$ cat config.mk
export PLATFORM = sky130hd
export DESIGN_NAME = bus_wait_seq
export DESIGN_NICKNAME = d
export VERILOG_FILES = /design/src/rtl/bws_pkg.sv /design/src/rtl/bws_ready_sync.sv /design/src/rtl/bws_region_cfg.sv /design/src/rtl/bws_sequencer.sv /design/src/rtl/bus_wait_seq.sv
export SDC_FILE = /design/constraint.sdc
export NUM_CORES = 1
export LEC_CHECK = 0
export ABC_CLOCK_PERIOD_IN_PS = 1360
export BUFFER_PORTS_ARGS = -buffer_cell sky130_fd_sc_hd__buf_2
export CELL_PAD_IN_SITES_DETAIL_PLACEMENT = 0
export CELL_PAD_IN_SITES_GLOBAL_PLACEMENT = 2
export CORE_MARGIN = 5
export CORE_UTILIZATION = 36
export DETAILED_ROUTE_END_ITERATION = 10
export PLACE_DENSITY = 0.84
export SLEW_MARGIN = 0
export SYNTH_ARGS = -nofsm -noshare
export SYNTH_HDL_FRONTEND = slang
export SYNTH_HIERARCHICAL = 1
export SYNTH_SLANG_ARGS = --single-unit
export TNS_END_PERCENT = 50
$ cat constraint.sdc
create_clock -name clk_i -period 1.36 [get_ports clk_i]
set_input_delay 0.068 -clock clk_i [delete_from_list [all_inputs] [get_ports clk_i]]
set_output_delay 0.068 -clock clk_i [all_outputs]
set_load 0.05 [all_outputs]
$ cat src/rtl/bws_pkg.sv
package bws_pkg;

  localparam int MAX_WAIT = 15;
  localparam int CNT_W    = $clog2(MAX_WAIT + 1);
  localparam int CODE_W   = 3;

  typedef enum logic [2:0] {
    TS_IDLE = 3'd0,
    TS_T1   = 3'd1,
    TS_T2   = 3'd2,
    TS_T3   = 3'd3,
    TS_TW   = 3'd4,
    TS_T4   = 3'd5
  } tstate_e;

  function automatic logic [CNT_W-1:0] decode_wide(input logic [CODE_W-1:0] code);
    logic [CNT_W-1:0] w;
    case (code)
      3'd4:    w = CNT_W'(5);
      3'd5:    w = CNT_W'(7);
      3'd6:    w = CNT_W'(9);
      3'd7:    w = CNT_W'(MAX_WAIT);
      default: w = CNT_W'(code);
    endcase
    return w;
  endfunction

  function automatic logic [CNT_W-1:0] decode_narrow(input logic [1:0] code);
    return CNT_W'(code);
  endfunction

endpackage

$ cat src/rtl/bws_ready_sync.sv
module bws_ready_sync (
  input  logic clk_i,
  input  logic rst_ni,
  input  logic ardy_i,
  input  logic srdy_i,
  output logic rdy_o
);

  logic a_s1_q, a_s2_q, s_s1_q;
  logic a_s1_d, a_s2_d, s_s1_d;

  always_comb begin
    a_s1_d = ardy_i;
    a_s2_d = a_s1_q;
    s_s1_d = srdy_i;
  end

  always_ff @(posedge clk_i or negedge rst_ni) begin
    if (!rst_ni) begin
      a_s1_q <= 1'b0;
      a_s2_q <= 1'b0;
      s_s1_q <= 1'b0;
    end else begin
      a_s1_q <= a_s1_d;
      a_s2_q <= a_s2_d;
      s_s1_q <= s_s1_d;
    end
  end

  assign rdy_o = a_s2_q | s_s1_q;

  AST_SRDY_ONE_STAGE: assert property (@(posedge clk_i) disable iff (!rst_ni)
    srdy_i |=> rdy_o);
  AST_READY_QUIET: assert property (@(posedge clk_i) disable iff (!rst_ni)
    (!srdy_i && !ardy_i && !$past(ardy_i)) |=> !rdy_o);

endmodule

$ cat src/rtl/bws_region_cfg.sv
module bws_region_cfg
  import bws_pkg::*;
#(
  parameter int NUM_REGIONS    = 10,
  parameter int NARROW_REGIONS = 6,
  parameter int RID_W          = $clog2(NUM_REGIONS)
) (
  input  logic                clk_i,
  input  logic                rst_ni,
  input  logic                cfg_we_i,
  input  logic [RID_W-1:0]    cfg_region_i,
  input  logic [CODE_W-1:0]   cfg_code_i,
  input  logic                cfg_rdy_req_i,
  input  logic [RID_W-1:0]    lk_region_i,
  output logic [CNT_W-1:0]    lk_wait_o,
  output logic                lk_rdy_req_o
);

  localparam logic [CODE_W-1:0] RESET_CODE = CODE_W'(3);

  logic [CNT_W-1:0] wait_arr [NUM_REGIONS];
  logic             rreq_arr [NUM_REGIONS];

  for (genvar r = 0; r < NUM_REGIONS; r++) begin : g_region
    if (r == 0) begin : g_internal
      assign wait_arr[r] = '0;
      assign rreq_arr[r] = 1'b0;
    end else begin : g_ext
      logic              wr_en;
      logic              rreq_q, rreq_d;
      assign wr_en = cfg_we_i && (cfg_region_i == RID_W'(r));

      always_comb begin
        rreq_d = rreq_q;
        if (wr_en) rreq_d = cfg_rdy_req_i;
      end

      always_ff @(posedge clk_i or negedge rst_ni) begin
        if (!rst_ni) rreq_q <= 1'b1;
        else         rreq_q <= rreq_d;
      end
      assign rreq_arr[r] = rreq_q;

      if (r < NARROW_REGIONS) begin : g_narrow
        logic [1:0] code_q, code_d;
        always_comb begin
          code_d = code_q;
          if (wr_en) code_d = cfg_code_i[1:0];
        end
        always_ff @(posedge clk_i or negedge rst_ni) begin
          if (!rst_ni) code_q <= RESET_CODE[1:0];
          else         code_q <= code_d;
        end
        assign wait_arr[r] = decode_narrow(code_q);
      end else begin : g_wide
        logic [CODE_W-1:0] code_q, code_d;
        always_comb begin
          code_d = code_q;
          if (wr_en) code_d = cfg_code_i;
        end
        always_ff @(posedge clk_i or negedge rst_ni) begin
          if (!rst_ni) code_q <= RESET_CODE;
          else         code_q <= code_d;
        end
        assign wait_arr[r] = decode_wide(code_q);
      end
    end
  end

  always_comb begin
    lk_wait_o    = '0;
    lk_rdy_req_o = 1'b0;
    for (int r = 0; r < NUM_REGIONS; r++) begin
      if (lk_region_i == RID_W'(r)) begin
        lk_wait_o    = wait_arr[r];
        lk_rdy_req_o = rreq_arr[r];
      end
    end
  end

  AST_INTERNAL_NO_READY: assert property (@(posedge clk_i) disable iff (!rst_ni)
    (lk_region_i == '0) |-> (lk_wait_o == '0 && !lk_rdy_req_o));

endmodule

$ cat src/rtl/bws_sequencer.sv
module bws_sequencer
  import bws_pkg::*;
(
  input  logic             clk_i,
  input  logic             rst_ni,
  input  logic             req_i,
  input  logic [CNT_W-1:0] lk_wait_i,
  input  logic             lk_rdy_req_i,
  input  logic             rdy_i,
  output tstate_e          tstate_o,
  output logic             done_o
);

  localparam logic [CNT_W-1:0] IDX_MAX = CNT_W'(MAX_WAIT);
  localparam logic [CNT_W-1:0] IDX_ONE = CNT_W'(1);

  tstate_e          state_q, state_d;
  logic [CNT_W-1:0] idx_q, idx_d;
  logic [CNT_W-1:0] nwait_q, nwait_d;
  logic             rreq_q, rreq_d;
  logic             late_q, late_d;
  logic             seen_q, seen_d;
  logic             accept;
  logic             late_now;

  always_comb begin
    accept   = req_i && (state_q == TS_IDLE || state_q == TS_T4);
    late_now = late_q;
    if (state_q == TS_TW && idx_q == IDX_ONE && nwait_q != '0)
      late_now = rreq_q && !rdy_i;

    state_d = state_q;
    idx_d   = idx_q;
    nwait_d = nwait_q;
    rreq_d  = rreq_q;
    late_d  = late_q;
    seen_d  = seen_q;

    case (state_q)
      TS_IDLE, TS_T4: begin
        if (accept) begin
          state_d = TS_T1;
          nwait_d = lk_wait_i;
          rreq_d  = lk_rdy_req_i;
          idx_d   = '0;
          late_d  = 1'b0;
          seen_d  = 1'b0;
        end else begin
          state_d = TS_IDLE;
        end
      end
      TS_T1: state_d = TS_T2;
      TS_T2: state_d = TS_T3;
      TS_T3: begin
        if (nwait_q != '0) begin
          state_d = TS_TW;
          idx_d   = IDX_ONE;
        end else if (rreq_q && !rdy_i) begin
          state_d = TS_TW;
          idx_d   = IDX_ONE;
          late_d  = 1'b1;
        end else begin
          state_d = TS_T4;
        end
      end
      TS_TW: begin
        late_d = late_now;
        seen_d = seen_q | rdy_i;
        if (idx_q >= nwait_q && (!rreq_q || !late_now || seen_q))
          state_d = TS_T4;
        else if (idx_q != IDX_MAX)
          idx_d = idx_q + IDX_ONE;
      end
      default: state_d = TS_IDLE;
    endcase
  end

  always_ff @(posedge clk_i or negedge rst_ni) begin
    if (!rst_ni) begin
      state_q <= TS_IDLE;
      idx_q   <= '0;
      nwait_q <= '0;
      rreq_q  <= 1'b0;
      late_q  <= 1'b0;
      seen_q  <= 1'b0;
    end else begin
      state_q <= state_d;
      idx_q   <= idx_d;
      nwait_q <= nwait_d;
      rreq_q  <= rreq_d;
      late_q  <= late_d;
      seen_q  <= seen_d;
    end
  end

  assign tstate_o = state_q;
  assign done_o   = (state_q == TS_T4);

  AST_T1_THEN_T2: assert property (@(posedge clk_i) disable iff (!rst_ni)
    (state_q == TS_T1) |=> (state_q == TS_T2));
  AST_T2_THEN_T3: assert property (@(posedge clk_i) disable iff (!rst_ni)
    (state_q == TS_T2) |=> (state_q == TS_T3));
  AST_ZERO_WAIT_DIRECT: assert property (@(posedge clk_i) disable iff (!rst_ni)
    (state_q == TS_T3 && nwait_q == '0 && !rreq_q) |=> (state_q == TS_T4));
  AST_WAITS_COMPLETE: assert property (@(posedge clk_i) disable iff (!rst_ni)
    (state_q == TS_TW && idx_q < nwait_q) |=> (state_q == TS_TW));
  AST_BUSY_NO_START: assert property (@(posedge clk_i) disable iff (!rst_ni)
    (state_q == TS_T1 || state_q == TS_T2 || state_q == TS_T3 || state_q == TS_TW)
      |=> (state_q != TS_T1));
  AST_DONE_SINGLE: assert property (@(posedge clk_i) disable iff (!rst_ni)
    done_o |=> !done_o);

endmodule

$ cat src/rtl/bus_wait_seq.sv
module bus_wait_seq
  import bws_pkg::*;
#(
  parameter int NUM_REGIONS    = 10,
  parameter int NARROW_REGIONS = 6,
  parameter int RID_W          = $clog2(NUM_REGIONS)
) (
  input  logic               clk_i,
  input  logic               rst_ni,
  input  logic               cfg_we_i,
  input  logic [RID_W-1:0]   cfg_region_i,
  input  logic [CODE_W-1:0]  cfg_code_i,
  input  logic               cfg_rdy_req_i,
  input  logic               req_i,
  input  logic [RID_W-1:0]   req_region_i,
  input  logic               ardy_i,
  input  logic               srdy_i,
  output logic [2:0]         tstate_o,
  output logic               done_o
);

  logic rst_s1_q, rst_s2_q;
  logic rst_n;

  always_ff @(posedge clk_i or negedge rst_ni) begin
    if (!rst_ni) begin
      rst_s1_q <= 1'b0;
      rst_s2_q <= 1'b0;
    end else begin
      rst_s1_q <= 1'b1;
      rst_s2_q <= rst_s1_q;
    end
  end
  assign rst_n = rst_s2_q;

  logic [CNT_W-1:0] lk_wait;
  logic             lk_rreq;
  logic             bus_rdy;
  tstate_e          tstate;

  bws_region_cfg #(
    .NUM_REGIONS    (NUM_REGIONS),
    .NARROW_REGIONS (NARROW_REGIONS),
    .RID_W          (RID_W)
  ) u_cfg (
    .clk_i         (clk_i),
    .rst_ni        (rst_n),
    .cfg_we_i      (cfg_we_i),
    .cfg_region_i  (cfg_region_i),
    .cfg_code_i    (cfg_code_i),
    .cfg_rdy_req_i (cfg_rdy_req_i),
    .lk_region_i   (req_region_i),
    .lk_wait_o     (lk_wait),
    .lk_rdy_req_o  (lk_rreq)
  );

  bws_ready_sync u_rdy (
    .clk_i  (clk_i),
    .rst_ni (rst_n),
    .ardy_i (ardy_i),
    .srdy_i (srdy_i),
    .rdy_o  (bus_rdy)
  );

  bws_sequencer u_seq (
    .clk_i        (clk_i),
    .rst_ni       (rst_n),
    .req_i        (req_i),
    .lk_wait_i    (lk_wait),
    .lk_rdy_req_i (lk_rreq),
    .rdy_i        (bus_rdy),
    .tstate_o     (tstate),
    .done_o       (done_o)
  );

  assign tstate_o = tstate;

endmodule

==> results of run 1 <==
## synthesized netlist by cell type (3+ instances only)
cell type	n
o21ai_0	15
ha_1	6
nand2b_1	10
nand3_1	4
a21oi_1	11
mux2_4	3
nor2_1	18
buf_2	3
nor2b_1	6
nand3b_1	5
dfrtp_1	23
nor3_1	5
a211oi_1	5
nand2_1	14
mux2i_1	6
nor3b_1	4
dfstp_2	27
clkbuf_1	4
inv_1	13
mux2_2	30
## sequential cells by signal, summed over array words and instances, names as in the netlist
register                              cells
u_rdy/s_s1_q                              1
u_seq/nwait_q                             4
u_seq/idx_q                               4
u_seq/late_q                              1
u_cfg/g_region.g_ext.g_wide.code_q       12
u_cfg/g_region.g_ext.g_narrow.code_q     10
u_seq/rreq_q                              1
u_cfg/g_region.g_ext.rreq_q               9
u_rdy/a_s2_q                              1
rst_s1_q                                  1
rst_n                                     1
u_seq/tstate_o                            3
u_seq/seen_q                              1
u_rdy/a_s1_q                              1
## stage by stage
stage	util	setup slack, ns	hold WS [ns]
2_1_floorplan	-	-0.6796	-0.2276
3_3_place_gp	0.4635	-0.6803	-0.1451
3_5_place_dp	0.4635	-0.7436	-0.1441
4_1_cts	0.4868	-0.7537	0.04896
5_1_grt	0.4911	-0.8408	0.06414
6_report	0.4911	-0.7341	0.07108
## path summary, 6_finish.rpt
path / end / slack (ns) / cells after the start
min reg2reg: u_rdy/a_s1_q$_DFF_PN0_ / 0.25 / 1
max: u_seq/idx_q[3]$_DFFE_PN0P_ / -0.73 / 9
max reg2reg: u_seq/idx_q[3]$_DFFE_PN0P_ / -0.73 / 9
min in group clk_i: u_cfg/g_region[9].g_ext.g_wide.code_q[1]$_DFFE_PN1P_ / 0.08 / 3
max in group asynchronous: u_cfg/g_region[9].g_ext.g_wide.code_q[0]$_DFFE_PN1P_ / 0.83 / 1
min: rst_n$_DFF_PN0_ / 0.07 / 2
## cell families (layout without fill, tap and decap cells)
logic type / Yosys count / count (layout) / synth area share
other: 1 / 1 / 0.001391
adder cells (fa/ha/maj): 6 / 6 / 0.02785
multiplexers: 39 / 39 / 0.1643
buffers and inverters: 21 / 98 / 0.03342
XOR/XNOR: 1 / 1 / 0.003250
flip-flops: 50 / 50 / 0.4768
AO/OA/AOI/OAI: 48 / 48 / 0.1198
AND/OR/NAND/NOR: 81 / 81 / 0.1732
## critical path, cell delays in order (launching register included)
cell and delay (ns):
dfrtp_1 0.40, inv_1 0.06, ha_1 0.26, nand2b_4 0.15, a2111oi_4 0.30, a21oi_2 0.08, o311a_4 0.15, buf_4 0.15
or4_4 0.41, o211ai_2 0.07
## routing by layer
| layer | part of all wire | wire length [um] |
|---|---|---|
| met5 | 0 | 0 |
| met3 | 0.021 | 124 |
| met1 | 0.46 | 2715 |
| met4 | 0.0067 | 40 |
| met2 | 0.52 | 3080 |
## cell type report
type | instances | area (um2) | area share
inverter | 13 | 48.80 | 0.01370
timing repair buffer | 77 | 579.3 | 0.1626
sequential | 50 | 1290 | 0.3621
tap | 99 | 123.9 | 0.03477
multi-input combinational | 176 | 1431 | 0.4018
clock inverter | 3 | 20.02 | 0.005620
clock buffer | 5 | 68.82 | 0.01932
## where the power goes
| part | switching (W) | leakage [nW] | total, W | internal, W |
|---|---|---|---|---|
| Clock | 0.000503 | 0.0484 | 0.000867 | 0.000364 |
| Sequential | 0.000261 | 0.572 | 0.00224 | 0.00198 |
| Combinational | 0.00112 | 0.916 | 0.00245 | 0.00133 |
| Total | 0.00188 | 1.54 | 0.00555 | 0.00367 |
## repair_timing
action                                  in CTS  in global routing
endpoints found under the hold margin        4                  0
setup buffers                                1                  0
pin swaps                                    5                  1
endpoints found under the setup margin      13                 13
hold buffers                                 3                  0
gates resized for setup                     13                  6
==> metrics.yaml, run 1 <==
cts_htree_levels: 2
grt_use_met2: 0.2414
synth_edf_count: 0
io_pins: 22
drive_above_1_share: 0.5216
vias_per_cell: 4.861
yosysSeqAreaShare: 0.4768
final_cells: 423
path_clk_slew_ns: 0.10
async_flop_share: 1.000
synth_ff_type: "dfstp_2"
p_per_area_nw_per_um2: 1559
grt-busiest-layer: "met2"
portBuffers: 21
die_w_um: 96.53
placed_cell_area_um2: 3362
initial_utilization: 0.3716
initialDrtViolationCount: 48
final_area_um2: 3562
hold_path_class: "in2async"
ir_drop_mv: 0.5376
grt-ovfl-total: 0
hold_viol: 0
grtUsageMet3: 0.02634
place_congestion: 0.7684
grt_pass1_vias: 2070
syn_inst: 247
grt_first_pass_wirelength_um: 9749
final_cell_mix: "buf_4 (48), mux2_2 (27), dfstp_2 (27)"
cts_tree: "yes"
power.total_w: 0.005554
fmax_mhz: 477.5
synth_warnings: 6
grt_setup_unrepaired: "true"
clk_latency_ns: 0.30
crit_path_max_fanout: 4
gr-usage-all-layers: 0.1371
antenna_found_initial: 0
outcome: "finished with violations"
synth-seq-cells: 50
synth_cell_types: 49
cts_root_buffer: "clkbuf_8"
wl_per_cell_um: 14.09
vias: 2056
nets: 347
synth_area_um2: 2695
core_area_um2: 7253
period_needed_ns: 2.094
synth.avg_cell_area_um2: 10.91
drc: 0
yosysTopAreaCell: "dfstp_2"
fin_ws_ns: -0.7341
ant_nets: 0
num_rows: 31
startpoint: "u_seq/idx_q[0]$_DFFE_PN0P_"
crit_type: "reg2reg"
startpoint_type: "register"
synth_area_leaders: "dfstp_2 (26%), dfrtp_1 (21%), mux2_2 (13%), ha_1 (2.8%), o21ai_0 (2.8%)"
crit_path_end_kind: "register"
required_ns: 1.58
drtPass1Iterations: 4
area_growth_pct: 32.17
r2r_start: "u_seq/idx_q[0]$_DFFE_PN0P_"
routed_wl_um: 5960
clockBufferDepth: 2
globalRouteMet1Util: 0.1720
final_common_cell: "buf_4"
finalSetupTns_ns: -4.332
die-area_um2: 9317
dp_cells: 411
antenna_cells: 0
die_h_um: 96.53
violations: "negative setup slack"
dp_hpwl_um: 4432
synth_nets: 271
cp.arrival_ns: 2.32
max_cap_violations: 0
clock-sinks: 50
min_period_over_period: 1.540
grt_max_degree: 49
nFillCells: 709
clock_skew_ns: 0.007165
p_leak_nw: 1.537
synth_top_area_share: 0.2632
cts_buffers: 5
finalMaxSlewViolations: 0
setup_viol: 12
(Power assumes the default switching activity.)
==> run 2: changes to the inputs <==
--- a/config.mk
+++ b/config.mk
@@ -12,6 +12,7 @@
 export CORE_MARGIN = 5
 export CORE_UTILIZATION = 36
 export DETAILED_ROUTE_END_ITERATION = 10
+export MAX_ROUTING_LAYER = met4
 export PLACE_DENSITY = 0.84
 export SLEW_MARGIN = 0
 export SYNTH_ARGS = -nofsm -noshare
==> run 2 against run 1 <==
Compared with the run above:
- the flow still finishes with violations (negative setup slack)
- largest power group unchanged
- critical path type unchanged
- core utilization unchanged
- global-route usage increased by 0.32 points
- cell area did not move
- maximum frequency fell by 0.18%
- highest routed layer unchanged
- worst hold slack worse by 0.00071 ns
- clock-buffer cell count unchanged
- critical endpoint unchanged
- clock power barely moved
==> metrics.yaml, run 2 (same netlist as run 1, synthesis figures left out) <==
outcome: "finished with violations"
violations: "negative setup slack"
crit_type: "reg2reg"
clockPowerShare: 0.156
grt_max_degree: 49
top_register: "u_cfg/g_region.g_ext.g_wide.code_q"
routed_wl_um: 5970
crit_path_max_fanout: 4
grt_first_pass_wirelength_um: 9722
portBuffers: 21
finalMaxSlewViolations: 0
drive_above_1_share: 0.5216
placed_cell_area_um2: 3362
ant_nets: 0
initial_utilization: 0.3716
final_cell_mix: "buf_4 (48), mux2_2 (27), dfstp_2 (27)"
ir_drop_mv: 0.5399
num_rows: 31
comb_power_share: 0.441
vias_per_cell: 4.870
crit_path_end_kind: "register"
min_period_over_period: 1.543
fin_util: 0.4911
clk_latency_ns: 0.30
antenna_found_initial: 0
place_congestion: 0.7786
area_growth_pct: 32.17
seqPwrFrac: 0.403
cts_tree: "yes"
antenna_cells: 0
hold_viol: 0
clock-sinks: 50
path_cells: "inv_1 -> ha_1 -> nand2b_4 -> a2111oi_4 -> a21oi_2 -> o311a_4 -> buf_4 -> or4_4 -> o211ai_2"
drc: 0
cp.arrival_ns: 2.32
cp_slowest_stage_delay_ns: 0.41
gr-usage-all-layers: 0.1403
p_leak_nw: 1.537
die_h_um: 96.53
internal-power_w: 0.003675
startpoint_type: "register"
wl_per_cell_um: 14.11
hold_path_class: "in2async"
setup_viol: 12
largest_register_ffs: 12
dp_hpwl_um: 4432
io_pins: 22
nFillCells: 709
required_ns: 1.58
period_needed_ns: 2.098
power.total_w: 0.005555
drtPass1Iterations: 4
max_cap_violations: 0
p_sw_frac: 0.3384
grt_pass1_vias: 2075
final_common_cell: "buf_4"
vias: 2060
reg_top3: "u_cfg/g_region.g_ext.g_wide.code_q: 12 flops, u_cfg/g_region.g_ext.g_narrow.code_q: 10 flops, u_cfg/g_region.g_ext.rreq_q: 9 flops"
p_switching_w: 0.001880
fmax_mhz: 476.7
core_area_um2: 7253
clock_skew_ns: 0.006824
path_clk_slew_ns: 0.10
final_area_um2: 3562
die-area_um2: 9317
cp_slowest_cell: "dfrtp_1"
die_w_um: 96.53
nets: 347
grt_setup_unrepaired: "true"
p_per_area_nw_per_um2: 1559
clockBufferDepth: 2
grt-ovfl-total: 0
cts_root_buffer: "clkbuf_8"
cts_buffers: 5
initialDrtViolationCount: 67
fin_ws_ns: -0.7378
cts_htree_levels: 2
[run 2: cell counts in the layout (fill, tap and decap cells not counted)]
Identical to the previous run, type by type.
[run 2: final cells by class]
class | count | area (um2) | share of cell area
clock buffers | 5 | 68.82 | 0.01932
well taps | 99 | 123.9 | 0.03477
clock inverters | 3 | 20.02 | 0.005620
multi-input cells | 176 | 1431 | 0.4018
flip-flops and latches | 50 | 1290 | 0.3621
inverters | 13 | 48.80 | 0.01370
repair buffers | 77 | 579.3 | 0.1626
[run 2: power groups by stage]
stage / Sequential [W] / Clock (W) / Combinational, W
after CTS: 0.00224 / 0.000917 / 0.00241
after global routing: 0.00230 / 0.000982 / 0.00267
after floorplan: 0.00238 / 0 / 0.00129
final: 0.00224 / 0.000867 / 0.00245
after global placement: 0.00224 / 0 / 0.00226
after detailed placement: 0.00227 / 0 / 0.00229
[run 2: through the flow]
step / setup TNS, ns / hold slack [ns] / instances / setup WS [ns]
3_5_place_dp: -4.527 / -0.1441 / 411 / -0.7436
3_3_place_gp: -4.228 / -0.1451 / 411 / -0.6803
4_1_cts: -4.623 / 0.04896 / 423 / -0.7537
5_1_grt: -5.502 / 0.06414 / 423 / -0.8408
6_report: -4.336 / 0.07038 / 423 / -0.7378
2_1_floorplan: -3.374 / -0.2276 / 247 / -0.6796
[run 2: worst paths after layout]
path,slack [ns],cells after the start,endpoint,start
worst min register to register,0.24,1,u_rdy/a_s1_q$_DFF_PN0_,rst_n$_DFF_PN0_
worst min-delay path,0.07,2,rst_n$_DFF_PN0_,rst_ni
max in group asynchronous,0.83,1,u_cfg/g_region[9].g_ext.g_wide.code_q[0]$_DFFE_PN1P_,rst_n$_DFF_PN0_
worst max register to register,-0.74,9,u_seq/idx_q[3]$_DFFE_PN0P_,u_seq/idx_q[0]$_DFFE_PN0P_
worst max-delay path,-0.74,9,u_seq/idx_q[3]$_DFFE_PN0P_,u_seq/idx_q[0]$_DFFE_PN0P_
min in group clk_i,0.07,3,u_cfg/g_region[9].g_ext.g_wide.code_q[1]$_DFFE_PN1P_,cfg_code_i[1]
[run 2: repair_timing]
item	in CTS	in global routing
setup buffers	1	0
gates resized for setup	13	6
pin swaps	5	1
endpoints found under the hold margin	4	0
hold buffers	3	0
setup endpoints to repair	13	13
[run 2: routing by layer]
layer,global-route usage,wire (um),vias up
met5,-,0,-
li1,-,-,1034
met4,0.03505,40,0
met1,0.1706,2691,1007
met3,0.02556,106,4
met2,0.2414,3132,15
[run 2: critical path: cells and delay by family (launching register included)]
| kind | cells | cell delay (ns) |
|---|---|---|
| flops | 1 | 0.41 |
| simple gates | 2 | 0.56 |
| compound gates | 4 | 0.59 |
| fa+ha+maj | 1 | 0.26 |
| buf+inv | 2 | 0.21 |
==> run 3: changes to the inputs <==
--- a/config.mk
+++ b/config.mk
@@ -5,15 +5,15 @@
 export SDC_FILE = /design/constraint.sdc
 export NUM_CORES = 1
 export LEC_CHECK = 0
-export ABC_CLOCK_PERIOD_IN_PS = 1360
+export ABC_CLOCK_PERIOD_IN_PS = 2700
 export BUFFER_PORTS_ARGS = -buffer_cell sky130_fd_sc_hd__buf_2
 export CELL_PAD_IN_SITES_DETAIL_PLACEMENT = 0
 export CELL_PAD_IN_SITES_GLOBAL_PLACEMENT = 2
 export CORE_MARGIN = 5
-export CORE_UTILIZATION = 36
+export CORE_UTILIZATION = 42
 export DETAILED_ROUTE_END_ITERATION = 10
 export MAX_ROUTING_LAYER = met4
-export PLACE_DENSITY = 0.84
+export PLACE_DENSITY = 0.91
 export SLEW_MARGIN = 0
 export SYNTH_ARGS = -nofsm -noshare
 export SYNTH_HDL_FRONTEND = slang
==> constraint.sdc (replaced) <==
create_clock -name clk_i -period 2.7 [get_ports clk_i]
set_input_delay 0.135 -clock clk_i [delete_from_list [all_inputs] [get_ports clk_i]]
set_output_delay 0.135 -clock clk_i [all_outputs]
set_load 0.05 [all_outputs]
==> run 3 against run 2 <==
Compared with the run above:
- the run now ends clean
- non-clock buffer count shrank 51
- maximum frequency shrank 11%
- clock-buffer cell count is the same
- cell area shrank 16%
- sequential share of layout area grew 6.8 points
- core utilization shrank 1.7 points
==> metrics.yaml, run 3 (same netlist as run 1, synthesis figures left out) <==
outcome: "completed"
ant_nets: 0
dp_cells: 339
tightest_slew_ns: 0.8446
grt_max_degree: 40
comb_power_share: 0.316
min_period_over_period: 0.8739
ff_latch_area_um2: 1286
reg_top3: "u_cfg/g_region.g_ext.g_wide.code_q: 12 flops, u_cfg/g_region.g_ext.g_narrow.code_q: 10 flops, u_cfg/g_region.g_ext.rreq_q: 9 flops"
p_per_area_nw_per_um2: 786.1
core_area_um2: 6314
die_h_um: 90.11
final_common_cell: "mux2_2"
hold_viol: 0
fin_ws_ns: 0.3406
ir_drop_mv: 0.5702
drtPass1Iterations: 4
crit_path_end_kind: "register"
largest_register_ffs: 12
routed_wl_um: 5227
hp-start: "cfg_code_i[2]"
ff2ff_path_depth: 8
internal-power_w: 0.001528
vias: 1858
pre_cts_slack_ns: 0.3461
r2r-end: "u_seq/idx_q[1]$_DFFE_PN0P_"
top_register: "u_cfg/g_region.g_ext.g_wide.code_q"
crit_type: "reg2reg"
die-area_um2: 8119
crit_path_max_fanout: 6
p_leak_nw: 1.234
dp_hpwl_um: 3861
startpoint_type: "register"
period_needed_ns: 2.359
cts_htree_levels: 2
final_cells: 350
die_w_um: 90.11
p_sw_frac: 0.3506
initial_utilization: 0.4269
cts_buffers: 5
num_rows: 29
portBuffers: 21
drc: 0
place_congestion: 0.7828
drive_above_1_share: 0.3663
nets: 296
max_cap_violations: 0
r2r_slack_ns: 0.34
grt_setup_unrepaired: "false"
grt-ovfl-total: 0
clockPowerShare: 0.191
path_clk_slew_ns: 0.09
wl_per_cell_um: 14.93
r2r_start: "u_seq/idx_q[0]$_DFFE_PN0P_"
antenna_found_initial: 0
nFillCells: 585
final_cell_mix: "mux2_2 (30), dfstp_2 (27), dfrtp_1 (22)"
required_ns: 2.89
cp.arrival_ns: 2.55
finalMaxSlewViolations: 0
hold_buffers: 3
finalSetupTns_ns: 0
post_cts_buffers: 0
clk_latency_ns: 0.30
p_switching_w: 0.0008250
vias_per_cell: 5.309
slew_headroom: 0.4369
setup_viol: 0
initialDrtViolationCount: 102
cts_tree: "yes"
seqPwrFrac: 0.493
whs_ns: 0.1189
io_pins: 22
post_cts_resized: 0
gr-usage-all-layers: 0.1348
holdPathStages: 2
grt_first_pass_wirelength_um: 8859
area_growth_pct: 11.05
clock-sinks: 50
clock_skew_ns: 0.009094
multi_input_area_um2: 1320
grt_pass1_vias: 1859
whs_endpoint: "u_cfg/g_region[9].g_ext.g_wide.code_q[2]$_DFFE_PN0P_"
hold_path_class: "in2reg"
clockBufferDepth: 2
antenna_cells: 0
fmax_mhz: 423.8
cts_root_buffer: "clkbuf_8"
[run 3: changes by cell type in the layout (fill, tap and decap cells not counted), moves of 2 or more]
cell | before | now
o21ai_1 | 2 | 0
buf_12 | 2 | 0
mux2_2 | 27 | 30
dfrtp_1 | 19 | 22
buf_4 | 48 | 2
inv_6 | 0 | 2
a21oi_1 | 9 | 11
dfrtp_2 | 4 | 1
buf_6 | 3 | 0
nor2_4 | 2 | 0
mux2_4 | 6 | 3
nor2_1 | 16 | 18
a21oi_2 | 2 | 0
o21ai_0 | 12 | 15
[run 3: final cells by class]
type / count / area share
flip-flops and latches: 50 / 0.4298
repair buffers: 26 / 0.05017
multi-input cells: 176 / 0.4411
well taps: 77 / 0.03219
clock buffers: 5 / 0.02299
inverters: 13 / 0.01630
clock inverters: 3 / 0.007525
[run 3: power by group through the flow]
stage | clock network [W] | registers, W | logic, W
after floorplan | 0 | 0.00119 | 0.000547
after global placement | 0 | 0.00117 | 0.000737
after detailed placement | 0 | 0.00118 | 0.000743
after CTS | 0.000474 | 0.00116 | 0.000751
after global routing | 0.000497 | 0.00119 | 0.000830
final | 0.000449 | 0.00116 | 0.000744
[run 3: worst max-delay path by stage]
stage	start	end	slack (ns)	cells past startpoint
2_1_floorplan	u_seq/idx_q[0]$_DFFE_PN0P_	u_seq/idx_q[0]$_DFFE_PN0P_	0.53	8
3_3_place_gp	u_seq/idx_q[0]$_DFFE_PN0P_	u_seq/idx_q[0]$_DFFE_PN0P_	0.41	8
3_5_place_dp	u_seq/idx_q[0]$_DFFE_PN0P_	u_seq/idx_q[1]$_DFFE_PN0P_	0.35	8
4_1_cts	u_seq/idx_q[0]$_DFFE_PN0P_	u_seq/idx_q[1]$_DFFE_PN0P_	0.32	8
5_1_grt	u_seq/idx_q[0]$_DFFE_PN0P_	u_seq/idx_q[1]$_DFFE_PN0P_	0.17	8
6_report	u_seq/idx_q[0]$_DFFE_PN0P_	u_seq/idx_q[1]$_DFFE_PN0P_	0.34	8
[run 3: per-layer routing]
layer  part of all wire  vias to the layer above  GRT usage
met5                  0                        -          -
met4              0.013                        0    0.04218
met3              0.024                        6    0.02337
met2               0.50                       21     0.2262
met1               0.46                      899     0.1654
li1                   -                      932          -
[run 3: worst max-delay path: stages (launching register included)]
cell	delay (ns)
dfrtp_1	0.45
inv_1	0.07
ha_1	0.28
nand2b_1	0.13
a2111oi_0	0.41
a21oi_1	0.09
o311a_4	0.17
nor3b_4	0.33
mux2_4	0.33
[run 3: stage by stage]
stage	utilization	total power, W	instance area, um2
detailed placement	0.4548	0.001918	2872
CTS	0.4740	0.002386	2993
finish	0.4740	0.002353	2993
global placement	0.4548	0.001904	2872
global route	0.4740	0.002521	2993
floorplan	-	0.001734	2695
